$ cat src/rtl/gpib_addr_pkg.sv
package gpib_addr_pkg;
   typedef enum logic [2:0] {
      CMD_OTHER,
      CMD_LISTEN_ME,
      CMD_LISTEN_OTHER,
      CMD_UNLISTEN,
      CMD_TALK_ME,
      CMD_TALK_OTHER,
      CMD_UNTALK
   } cmd_kind_e;

   localparam logic [1:0] GRP_LISTEN = 2'b01;
   localparam logic [1:0] GRP_TALK   = 2'b10;
endpackage

$ cat src/rtl/gpib_bus_sync.sv
module gpib_bus_sync #(
   parameter int STAGES = 2,
   parameter int WIDTH  = 1
) (
   input  logic             clk,
   input  logic             rst_n,
   input  logic [WIDTH-1:0] async_in,
   output logic [WIDTH-1:0] sync_out
);
   generate
      if (STAGES < 2) begin : g_bad_stages
         $error("gpib_bus_sync: STAGES must be at least 2");
      end
   endgenerate

   logic [WIDTH-1:0] pipe [STAGES];

   generate
      for (genvar s = 0; s < STAGES; s++) begin : g_stage
         if (s == 0) begin : g_first
            always_ff @(posedge clk or negedge rst_n) begin
               if (!rst_n) pipe[0] <= '0;
               else        pipe[0] <= async_in;
            end
         end else begin : g_next
            always_ff @(posedge clk or negedge rst_n) begin
               if (!rst_n) pipe[s] <= '0;
               else        pipe[s] <= pipe[s-1];
            end
         end
      end
   endgenerate

   assign sync_out = pipe[STAGES-1];
endmodule

$ cat src/rtl/gpib_edge_detect.sv
module gpib_edge_detect (
   input  logic clk,
   input  logic rst_n,
   input  logic level,
   output logic rise
);
   logic level_q;

   always_ff @(posedge clk or negedge rst_n) begin
      if (!rst_n) level_q <= 1'b0;
      else        level_q <= level;
   end

   assign rise = level & ~level_q;

   // a held level never yields a second event
   p_single_event_r10: assert property (@(posedge clk) disable iff (!rst_n)
      (rise && level) |=> (!rise || !$stable(level)) || !rise);
endmodule

$ cat src/rtl/gpib_cmd_decode.sv
module gpib_cmd_decode
   import gpib_addr_pkg::*;
#(
   parameter int BYTE_W = 8,
   parameter int ADDR_W = 5
) (
   input  logic [BYTE_W-1:0] cmd_byte,
   input  logic [ADDR_W-1:0] my_addr,
   output cmd_kind_e         kind
);
   localparam int GRP_LSB = ADDR_W;
   localparam logic [ADDR_W-1:0] ALL_ONES = {ADDR_W{1'b1}};

   generate
      if (BYTE_W < ADDR_W + 2) begin : g_bad_width
         $error("gpib_cmd_decode: byte too narrow for address and group");
      end
   endgenerate

   logic [1:0]        grp;
   logic [ADDR_W-1:0] low;

   assign grp = cmd_byte[GRP_LSB+1:GRP_LSB];
   assign low = cmd_byte[ADDR_W-1:0];

   always_comb begin
      kind = CMD_OTHER;
      if (grp == GRP_LISTEN) begin
         if (low == ALL_ONES)     kind = CMD_UNLISTEN;
         else if (low == my_addr) kind = CMD_LISTEN_ME;
         else                     kind = CMD_LISTEN_OTHER;
      end else if (grp == GRP_TALK) begin
         if (low == ALL_ONES)     kind = CMD_UNTALK;
         else if (low == my_addr) kind = CMD_TALK_ME;
         else                     kind = CMD_TALK_OTHER;
      end
   end
endmodule

$ cat src/rtl/gpib_addr_flags.sv
module gpib_addr_flags
   import gpib_addr_pkg::*;
(
   input  logic      clk,
   input  logic      rst_n,
   input  logic      cmd_evt,
   input  cmd_kind_e kind,
   input  logic      ifc,
   input  logic      talk_only,
   output logic      listen_q,
   output logic      talk_q,
   output logic      strobe_q
);
   logic listen_d, talk_d;

   always_comb begin
      listen_d = listen_q;
      talk_d   = talk_q;
      if (cmd_evt) begin
         unique case (kind)
            CMD_LISTEN_ME:  listen_d = 1'b1;
            CMD_UNLISTEN:   listen_d = 1'b0;
            CMD_TALK_ME:    talk_d   = 1'b1;
            CMD_TALK_OTHER,
            CMD_UNTALK:     talk_d   = 1'b0;
            default: ;
         endcase
      end
      if (talk_only) listen_d = 1'b0;
      if (ifc) begin
         listen_d = 1'b0;
         talk_d   = 1'b0;
      end
   end

   always_ff @(posedge clk or negedge rst_n) begin
      if (!rst_n) begin
         listen_q <= 1'b0;
         talk_q   <= 1'b0;
         strobe_q <= 1'b0;
      end else begin
         listen_q <= listen_d;
         talk_q   <= talk_d;
         strobe_q <= cmd_evt;
      end
   end

   p_ifc_clears_r9: assert property (@(posedge clk) disable iff (!rst_n)
      ifc |=> (!listen_q && !talk_q));
   p_talk_only_r8: assert property (@(posedge clk) disable iff (!rst_n)
      talk_only |=> !listen_q);
   p_listen_idle_r7: assert property (@(posedge clk) disable iff (!rst_n)
      (!cmd_evt && !ifc && !talk_only) |=> $stable(listen_q));
   p_talk_idle_r6: assert property (@(posedge clk) disable iff (!rst_n)
      (!cmd_evt && !ifc) |=> $stable(talk_q));
endmodule

$ cat src/rtl/gpib_addr_recognizer.sv
module gpib_addr_recognizer
   import gpib_addr_pkg::*;
#(
   parameter int SYNC_STAGES = 2,
   parameter int BYTE_W      = 8,
   parameter int ADDR_W      = 5
) (
   input  logic              clk,
   input  logic              rst_n,
   input  logic [BYTE_W-1:0] bus_dio_n,
   input  logic              bus_atn_n,
   input  logic              bus_dav_n,
   input  logic              bus_ifc_n,
   input  logic [ADDR_W-1:0] sw_addr,
   input  logic              sw_talk_only,
   output logic              listen_addr,
   output logic              talk_addr,
   output logic              cmd_strobe
);
   localparam int BUNDLE_W = BYTE_W + 3;

   generate
      if (ADDR_W < 1) begin : g_bad_addr
         $error("gpib_addr_recognizer: ADDR_W must be positive");
      end
   endgenerate

   logic [BUNDLE_W-1:0] raw_pos, sync_pos;
   logic [BYTE_W-1:0]   cmd_byte;
   logic                atn_s, dav_s, ifc_s, dav_rise, cmd_evt;
   cmd_kind_e           kind;

   // active-low bus lines become active-high before crossing
   assign raw_pos = {~bus_ifc_n, ~bus_dav_n, ~bus_atn_n, ~bus_dio_n};

   gpib_bus_sync #(.STAGES(SYNC_STAGES), .WIDTH(BUNDLE_W)) u_sync (
      .clk      (clk),
      .rst_n    (rst_n),
      .async_in (raw_pos),
      .sync_out (sync_pos)
   );

   assign cmd_byte = sync_pos[BYTE_W-1:0];
   assign atn_s    = sync_pos[BYTE_W];
   assign dav_s    = sync_pos[BYTE_W+1];
   assign ifc_s    = sync_pos[BYTE_W+2];

   gpib_edge_detect u_dav_edge (
      .clk   (clk),
      .rst_n (rst_n),
      .level (dav_s),
      .rise  (dav_rise)
   );

   assign cmd_evt = dav_rise & atn_s;

   gpib_cmd_decode #(.BYTE_W(BYTE_W), .ADDR_W(ADDR_W)) u_decode (
      .cmd_byte (cmd_byte),
      .my_addr  (sw_addr),
      .kind     (kind)
   );

   gpib_addr_flags u_flags (
      .clk       (clk),
      .rst_n     (rst_n),
      .cmd_evt   (cmd_evt),
      .kind      (kind),
      .ifc       (ifc_s),
      .talk_only (sw_talk_only),
      .listen_q  (listen_addr),
      .talk_q    (talk_addr),
      .strobe_q  (cmd_strobe)
   );

   p_strobe_single_r10: assert property (@(posedge clk) disable iff (!rst_n)
      cmd_strobe |=> !cmd_strobe);
   p_strobe_needs_atn_r4: assert property (@(posedge clk) disable iff (!rst_n)
      cmd_strobe |-> $past(atn_s));
   p_listen_rise_r2: assert property (@(posedge clk) disable iff (!rst_n)
      $rose(listen_addr) |-> $past(dav_rise));
   p_talk_rise_r3: assert property (@(posedge clk) disable iff (!rst_n)
      $rose(talk_addr) |-> $past(dav_rise && atn_s));
endmodule

$ cat config.mk
export PLATFORM = sky130hd
export DESIGN_NAME = gpib_addr_recognizer
export DESIGN_NICKNAME = d
export VERILOG_FILES = /design/src/rtl/gpib_addr_pkg.sv /design/src/rtl/gpib_bus_sync.sv /design/src/rtl/gpib_edge_detect.sv /design/src/rtl/gpib_cmd_decode.sv /design/src/rtl/gpib_addr_flags.sv /design/src/rtl/gpib_addr_recognizer.sv
export SDC_FILE = /design/constraint.sdc
export NUM_CORES = 1
export LEC_CHECK = 0
export BUFFER_PORTS_ARGS = -buffer_cell sky130_fd_sc_hd__buf_2
export CORE_UTILIZATION = 51
export CTS_CLUSTER_SIZE = 8
export DETAILED_ROUTE_END_ITERATION = 10
export GPL_ROUTABILITY_DRIVEN = 1
export PLACE_DENSITY = 0.78
export SLEW_MARGIN = 20
export SYNTH_ARGS = -nofsm -noshare
export SYNTH_HDL_FRONTEND = slang
export SYNTH_SLANG_ARGS = --single-unit
$ cat constraint.sdc
create_clock -name clk -period 2.13 [get_ports clk]
set_input_delay 0.213 -clock clk [delete_from_list [all_inputs] [get_ports clk]]
set_output_delay 0.213 -clock clk [all_outputs]
set_load 0.01 [all_outputs]
== After elaboration in Yosys (flattened, before gate mapping) ==
Cells that the tools add are included.
W data, S select, Z words.
Storage, ports and cells
  register bits after elaboration: 26
  input port bits: 19
  output and inout port bits: 3
Operators by class
  equal/unequal tests: 9
  mux-type cells: 13
  bitwise operators: 7
  reductions and logical operators: 7
Operators by type and width (count)
  $mux W3: 4
  $eq A3 B3 Y1 const B: 3
  $not A8 Y8: 1
  $mux W1: 6
  $reduce_bool A3 Y1: 2
  $eq A5 B5 Y1: 1
  $eq A5 B5 Y1 const B: 1
  $not A1 Y1: 4
  $pmux W1 S2: 2
  $reduce_and A2 Y1: 2
  $reduce_bool A4 Y1: 1
  $eq A3 B1 Y1 const B: 1
  $eq A3 B2 Y1 const B: 1
  $and A1 B1 Y1: 2
  $eq A2 B1 Y1 const B: 1
  $eq A2 B2 Y1 const B: 1
  $mux W2: 1
  $reduce_bool A2 Y1: 1
  $reduce_or A2 Y1: 1

== Logic depth before layout (Yosys ltp) ==
  word-level depth: 10
  gate-level depth with buffers: 4
  mapped depth without buffers: 4

== By module ==
From an unflattened synthesis, not the netlist that was laid out.
Unflattened totals
  cells, all modules: 75
  area, all modules: 958.4 µm²
Modules (own cells, without submodules)
  gpib_bus_sync: times used 1, cells an instance 33, area an instance 633.1 µm²
  gpib_addr_flags: times used 1, cells an instance 12, area an instance 127.6 µm²
  gpib_cmd_decode: times used 1, cells an instance 16, area an instance 111.4 µm²
  gpib_addr_recognizer: times used 1, cells an instance 12, area an instance 47.5 µm²
  gpib_edge_detect: times used 1, cells an instance 2, area an instance 38.8 µm²

== Worst setup path before layout ==
OpenSTA, ideal clock, no wires.
  path kind: register to register
  from: reg u_sync.pipe, in the netlist u_sync.sync_out[9]
  to: reg u_flags.listen_q
  library setup time: 0.096 ns
  arrival: 0.982 ns
  data required time: 2.034 ns
  slack: 1.052 ns
  stages on the path, launching flop included: 5
  buffers on the path: 0
  period minus slack after synthesis: 1.078 ns
  cell sequence: dfrtp_1 > and3b_1 > and3b_1 > nor2b_4 > nor4_2
Between the ends
  longest elaborated chain between the ends: 4
Ends and longest elaborated chain
  start, declared: RTL line gpib_bus_sync.sv:16  | logic [WIDTH-1:0] pipe [STAGES];
  start signal, assigned by index: RTL line gpib_bus_sync.sv:28  | else pipe[s] <= pipe[s-1];
  $and A1 B1 Y1: RTL line gpib_edge_detect.sv:14  | assign rise = level & ~level_q;
  $and A1 B1 Y1: RTL line gpib_addr_recognizer.sv:55  | assign cmd_evt = dav_rise & atn_s;
  named net cmd_evt: RTL line gpib_addr_recognizer.sv:30  | logic atn_s, dav_s, ifc_s, dav_rise, cmd_evt;
  $reduce_bool A3 Y1 (no source line)
  $reduce_and A2 Y1 (no source line)
  end signal, assigned: RTL line gpib_addr_flags.sv:42  | listen_q <= listen_d;
  end, declared: RTL line gpib_addr_flags.sv:10  | output logic listen_q,
The timed path passes the listed nets, and every way through them passes these cells.
A chain may end at the register's enable or synchronous reset.

== Final worst setup path ==
  from: reg u_sync.pipe, in the netlist u_sync.sync_out[3]
  to: reg u_flags.talk_q
Between the ends
  longest elaborated chain between the ends: 10
  elaborated cells between the ends (all ways): 17
  classes of those cells: 5 x eq/ne; 9 x mux; 3 x reduce/logical
Ends and longest elaborated chain
  $eq A5 B5 Y1: RTL line gpib_cmd_decode.sv:30, gpib_cmd_decode.sv:34
  $mux W1: RTL line gpib_cmd_decode.sv:34  | else if (low == my_addr) kind = CMD_TALK_ME;
  $mux W3: RTL line gpib_cmd_decode.sv:33  | if (low == ALL_ONES) kind = CMD_UNTALK;
  $mux W3: RTL line gpib_cmd_decode.sv:32  | end else if (grp == GRP_TALK) begin
  $mux W3 (*): RTL line gpib_cmd_decode.sv:28  | if (grp == GRP_LISTEN) begin
  $eq A3 B3 Y1: RTL line gpib_addr_flags.sv:20  | unique case (kind)
  $reduce_or A2 Y1: RTL line gpib_addr_flags.sv:20
  $pmux W1 S2: RTL line gpib_addr_flags.sv:20
  $mux W1: RTL line gpib_addr_flags.sv:19  | if (cmd_evt) begin
  $mux W1: RTL line gpib_addr_flags.sv:30  | if (ifc) begin
  end signal, assigned: RTL line gpib_addr_flags.sv:43  | talk_q <= talk_d;
  end, declared: RTL line gpib_addr_flags.sv:11  | output logic talk_q,
Every way passes the cells marked *; elsewhere a longest branch is shown, timed or not. The select of a mux whose other input is x is not followed.

==> flow_metrics.env <==
export IMPL_status="complete, no violations"
export IMPL_ys_seq_area_frac=0.7729
export IMPL_clock_latency_ns=0.29
export IMPL_io_pins=22
export IMPL_viasPerCell=4.231
export IMPL_coreArea_um2=1366
export IMPL_worst_slew_pin_slew_ns=0.4752
export IMPL_finalCriticalPeriod_ns=1.179
export IMPL_die_height_um=41.03
export IMPL_arrival_ns=1.40
export IMPL_fp_row_count=13
export IMPL_maxCapViolCount=0
export IMPL_startpoint_type="flip-flop"
export IMPL_gr_total_overflow=0
export IMPL_floorplan_initialDensity=0.5687
export IMPL_maxSlewHeadroom=0.6832
export IMPL_synth_nets=71
export IMPL_min_delay_start="bus_dio_n[2]"
export IMPL_portBuffers=20
export IMPL_dpl_cell_area_um2=895.9
export IMPL_finish_utilization=0.6795
export IMPL_reg2reg_to="u_flags.talk_q"
export IMPL_drt_iter0_markers=0
export IMPL_drive_above_1_share=0.3289
export IMPL_routed_wl_um=781
export IMPL_finalSetupViolations=0
export IMPL_cp_slowest_stage_delay_ns=0.41
export IMPL_drc=0
export IMPL_hold_end="u_sync.pipe[13]"
export IMPL_clock_fmax_ghz=0.8484
export IMPL_finalCritPeriodShare=0.5534
export IMPL_p_leak_uw=0.0004911
export IMPL_synth_seq_cells=24
export IMPL_htree_levels=1
export IMPL_cp_required_ns=2.35
export IMPL_syn_area_per_cell_um2=14.94
export IMPL_synth_area_um2=777.0
export IMPL_wl_per_cell_um=8.582
export IMPL_drt_pass1_iterations=1
export IMPL_critical_path_slowest_cell="dfrtp_1"
export IMPL_grt_usage=0.1277
export IMPL_cts_root_buf="clkbuf_4"
export IMPL_ir_worst_vdd_mv=0.4903
export IMPL_crit_path_end_kind="flip-flop"
export IMPL_final_design_area_no_fill_um2=928.4
export IMPL_syn_to_final_growth_pct=19.48
export IMPL_cts_sinks=24
export IMPL_final_hold_viol_count=0
export IMPL_die_x_um=41.03
export IMPL_critPathTopFamily="flip-flops"
export IMPL_critPathMaxFanout=2
export IMPL_synth_top_area_cell="dfrtp_1"
export IMPL_r2r_cells=4
export IMPL_cts_tree="done"
export IMPL_ys_top_cells_by_area="dfrtp_1 77%, xor2_1 5.6%, inv_1 4.8%, and3b_1 2.3%, nor2b_4 1.8%"
export IMPL_drv_slew=0
export IMPL_antennaDiodeCount=0
export IMPL_hold_depth=2
export IMPL_vias=385
export IMPL_finalWeightedCongestion=0.6091
export IMPL_dpl_hpwl_um=609.7
export IMPL_synthCells=52
export IMPL_clock_skew_ns=0.004866
export IMPL_fin_tns_setup_ns=0
export IMPL_grt_pass1_vias=309
export IMPL_hold_class="input pin to flip-flop"
export IMPL_crit_type="flip-flop to flip-flop"
export IMPL_rsz0062_at_grt="false"
export IMPL_post_cts_buffers=0
export IMPL_nets=97
export IMPL_r2r_slack_ns=0.95
export IMPL_numCtsBuffers=3
export IMPL_power_density_nw_per_um2=751.8
export IMPL_ctsResizeCount=0
export IMPL_clk_pin_slew_ns=0.11
export IMPL_grt_start_max_net_pins=25
export IMPL_dieArea_um2=1683
export IMPL_r2r_start="u_sync.sync_out[3]"
export IMPL_ys_types=15
export IMPL_ys_warn_count=0
export IMPL_synth_top_cell_area_share=0.7729
export IMPL_critical_path_cell_chain="xor2_1, nor3_1, nand4b_1, a21oi_1"
export IMPL_path_buf_inv=0
export IMPL_total_power_uw=697.9
export IMPL_cts_path_max_buffers=2
export IMPL_grt_pass1_wl_um=1228
export IMPL_antenna_found_initial=0
export IMPL_antenna_left=0
==> power breakdown <==
part	switching, uW	total [uW]	internal [uW]	leakage (uW)
Sequential	7.32	483	476	0.000286
Combinational	20.4	41.1	20.7	0.000191
Clock	108	173	65.6	0.0000138
Total	135	698	562	0.000491
==> state kept, by name, summed over array words and instances (netlist names) <==
register and count:
u_dav_edge.level_q 1, u_flags.listen_q 1, u_flags.strobe_q 1, u_flags.talk_q 1
u_sync.pipe 10, u_sync.sync_out 10
==> placed cells by master (no fill, tap or decap) <==
cell	count
nand3_1	1
xor2_1	5
dlygate4sd3_1	1
and3_1	1
nor3_1	1
and3b_1	2
a21oi_1	1
nor4_2	1
nor2b_4	1
nand3b_1	1
buf_2	20
inv_1	10
nand2_1	1
dfrtp_1	24
a31oi_1	1
nor2_1	1
nand4b_1	1
clkbuf_4	3
==> kinds of logic (layout without fill, tap and decap cells) <==
family	Yosys count	after routing	share of synthesized area
AOI/OAI and AO/OA	2	2	0.01449
buffers and inverters	10	34	0.04831
xor gates and xnor gates	5	5	0.05636
DFF	24	24	0.7730
and+or+nand+nor	11	11	0.1079
==> metrics by stage <==
step	setup slack (ns)	instances	hold WS, ns
finish	0.9513	91	0.04323
detailed placement	0.9474	87	0.1985
CTS	0.9247	91	0.03862
global route	0.7808	91	0.01814
global placement	0.9976	87	0.1919
floorplan	1.052	52	-0.08259
==> how the worst max path moves through the flow <==
stage / endpoint / cells after the start / slack (ns) / start
2_1_floorplan: u_flags.listen_q / 4 / 1.05 / u_sync.sync_out[9]
4_1_cts: u_flags.listen_q / 4 / 0.92 / u_sync.sync_out[3]
6_report: u_flags.talk_q / 4 / 0.95 / u_sync.sync_out[3]
3_5_place_dp: u_flags.listen_q / 4 / 0.95 / u_sync.sync_out[3]
5_1_grt: u_flags.talk_q / 4 / 0.78 / u_sync.sync_out[3]
3_3_place_gp: u_flags.listen_q / 4 / 1.0 / u_sync.sync_out[3]
==> cells in the mapped netlist <==
library cell and count:
nand3_1 1, nand4b_1 1, xor2_1 5, and3_1 1, nor2b_4 1, dfrtp_1 24
nor3_1 1, inv_1 10, nor4_2 1, nor2_1 1, nand2_1 1, and3b_1 2
a21oi_1 1, nand3b_1 1, a31oi_1 1
==> worst reg2reg max path, cell delays in order (launching register included) <==
cell	delay [ns]
dfrtp_1	0.41
xor2_1	0.16
nor3_1	0.25
nand4b_1	0.13
a21oi_1	0.16
==> layout make-up <==
type / instances / area, um^2
clock buffer: 3 / 22.52
fill: 103 / 437.9
inverter: 10 / 37.54
multi-input combinational: 18 / 138.9
sequential: 24 / 600.6
tap: 15 / 18.77
timing repair buffer: 21 / 110.1
==> layer usage <==
metal | global-route usage | vias to the layer above | share of wire
met3 | 0.04891 | 2 | 0.046
met1 | 0.1603 | 161 | 0.49
met4 | 0.1000 | 0 | 0.015
met2 | 0.1758 | 14 | 0.45
met5 | 0 | - | 0
li1 | - | 208 | -
==> repair_timing <==
action | 4_1_cts | 5_1_grt
endpoints found under the hold margin | 24 | 0
setup endpoints to repair | 0 | 0
hold buffers | 1 | 0
No activity file was read; power rests on OpenSTA's default activity.
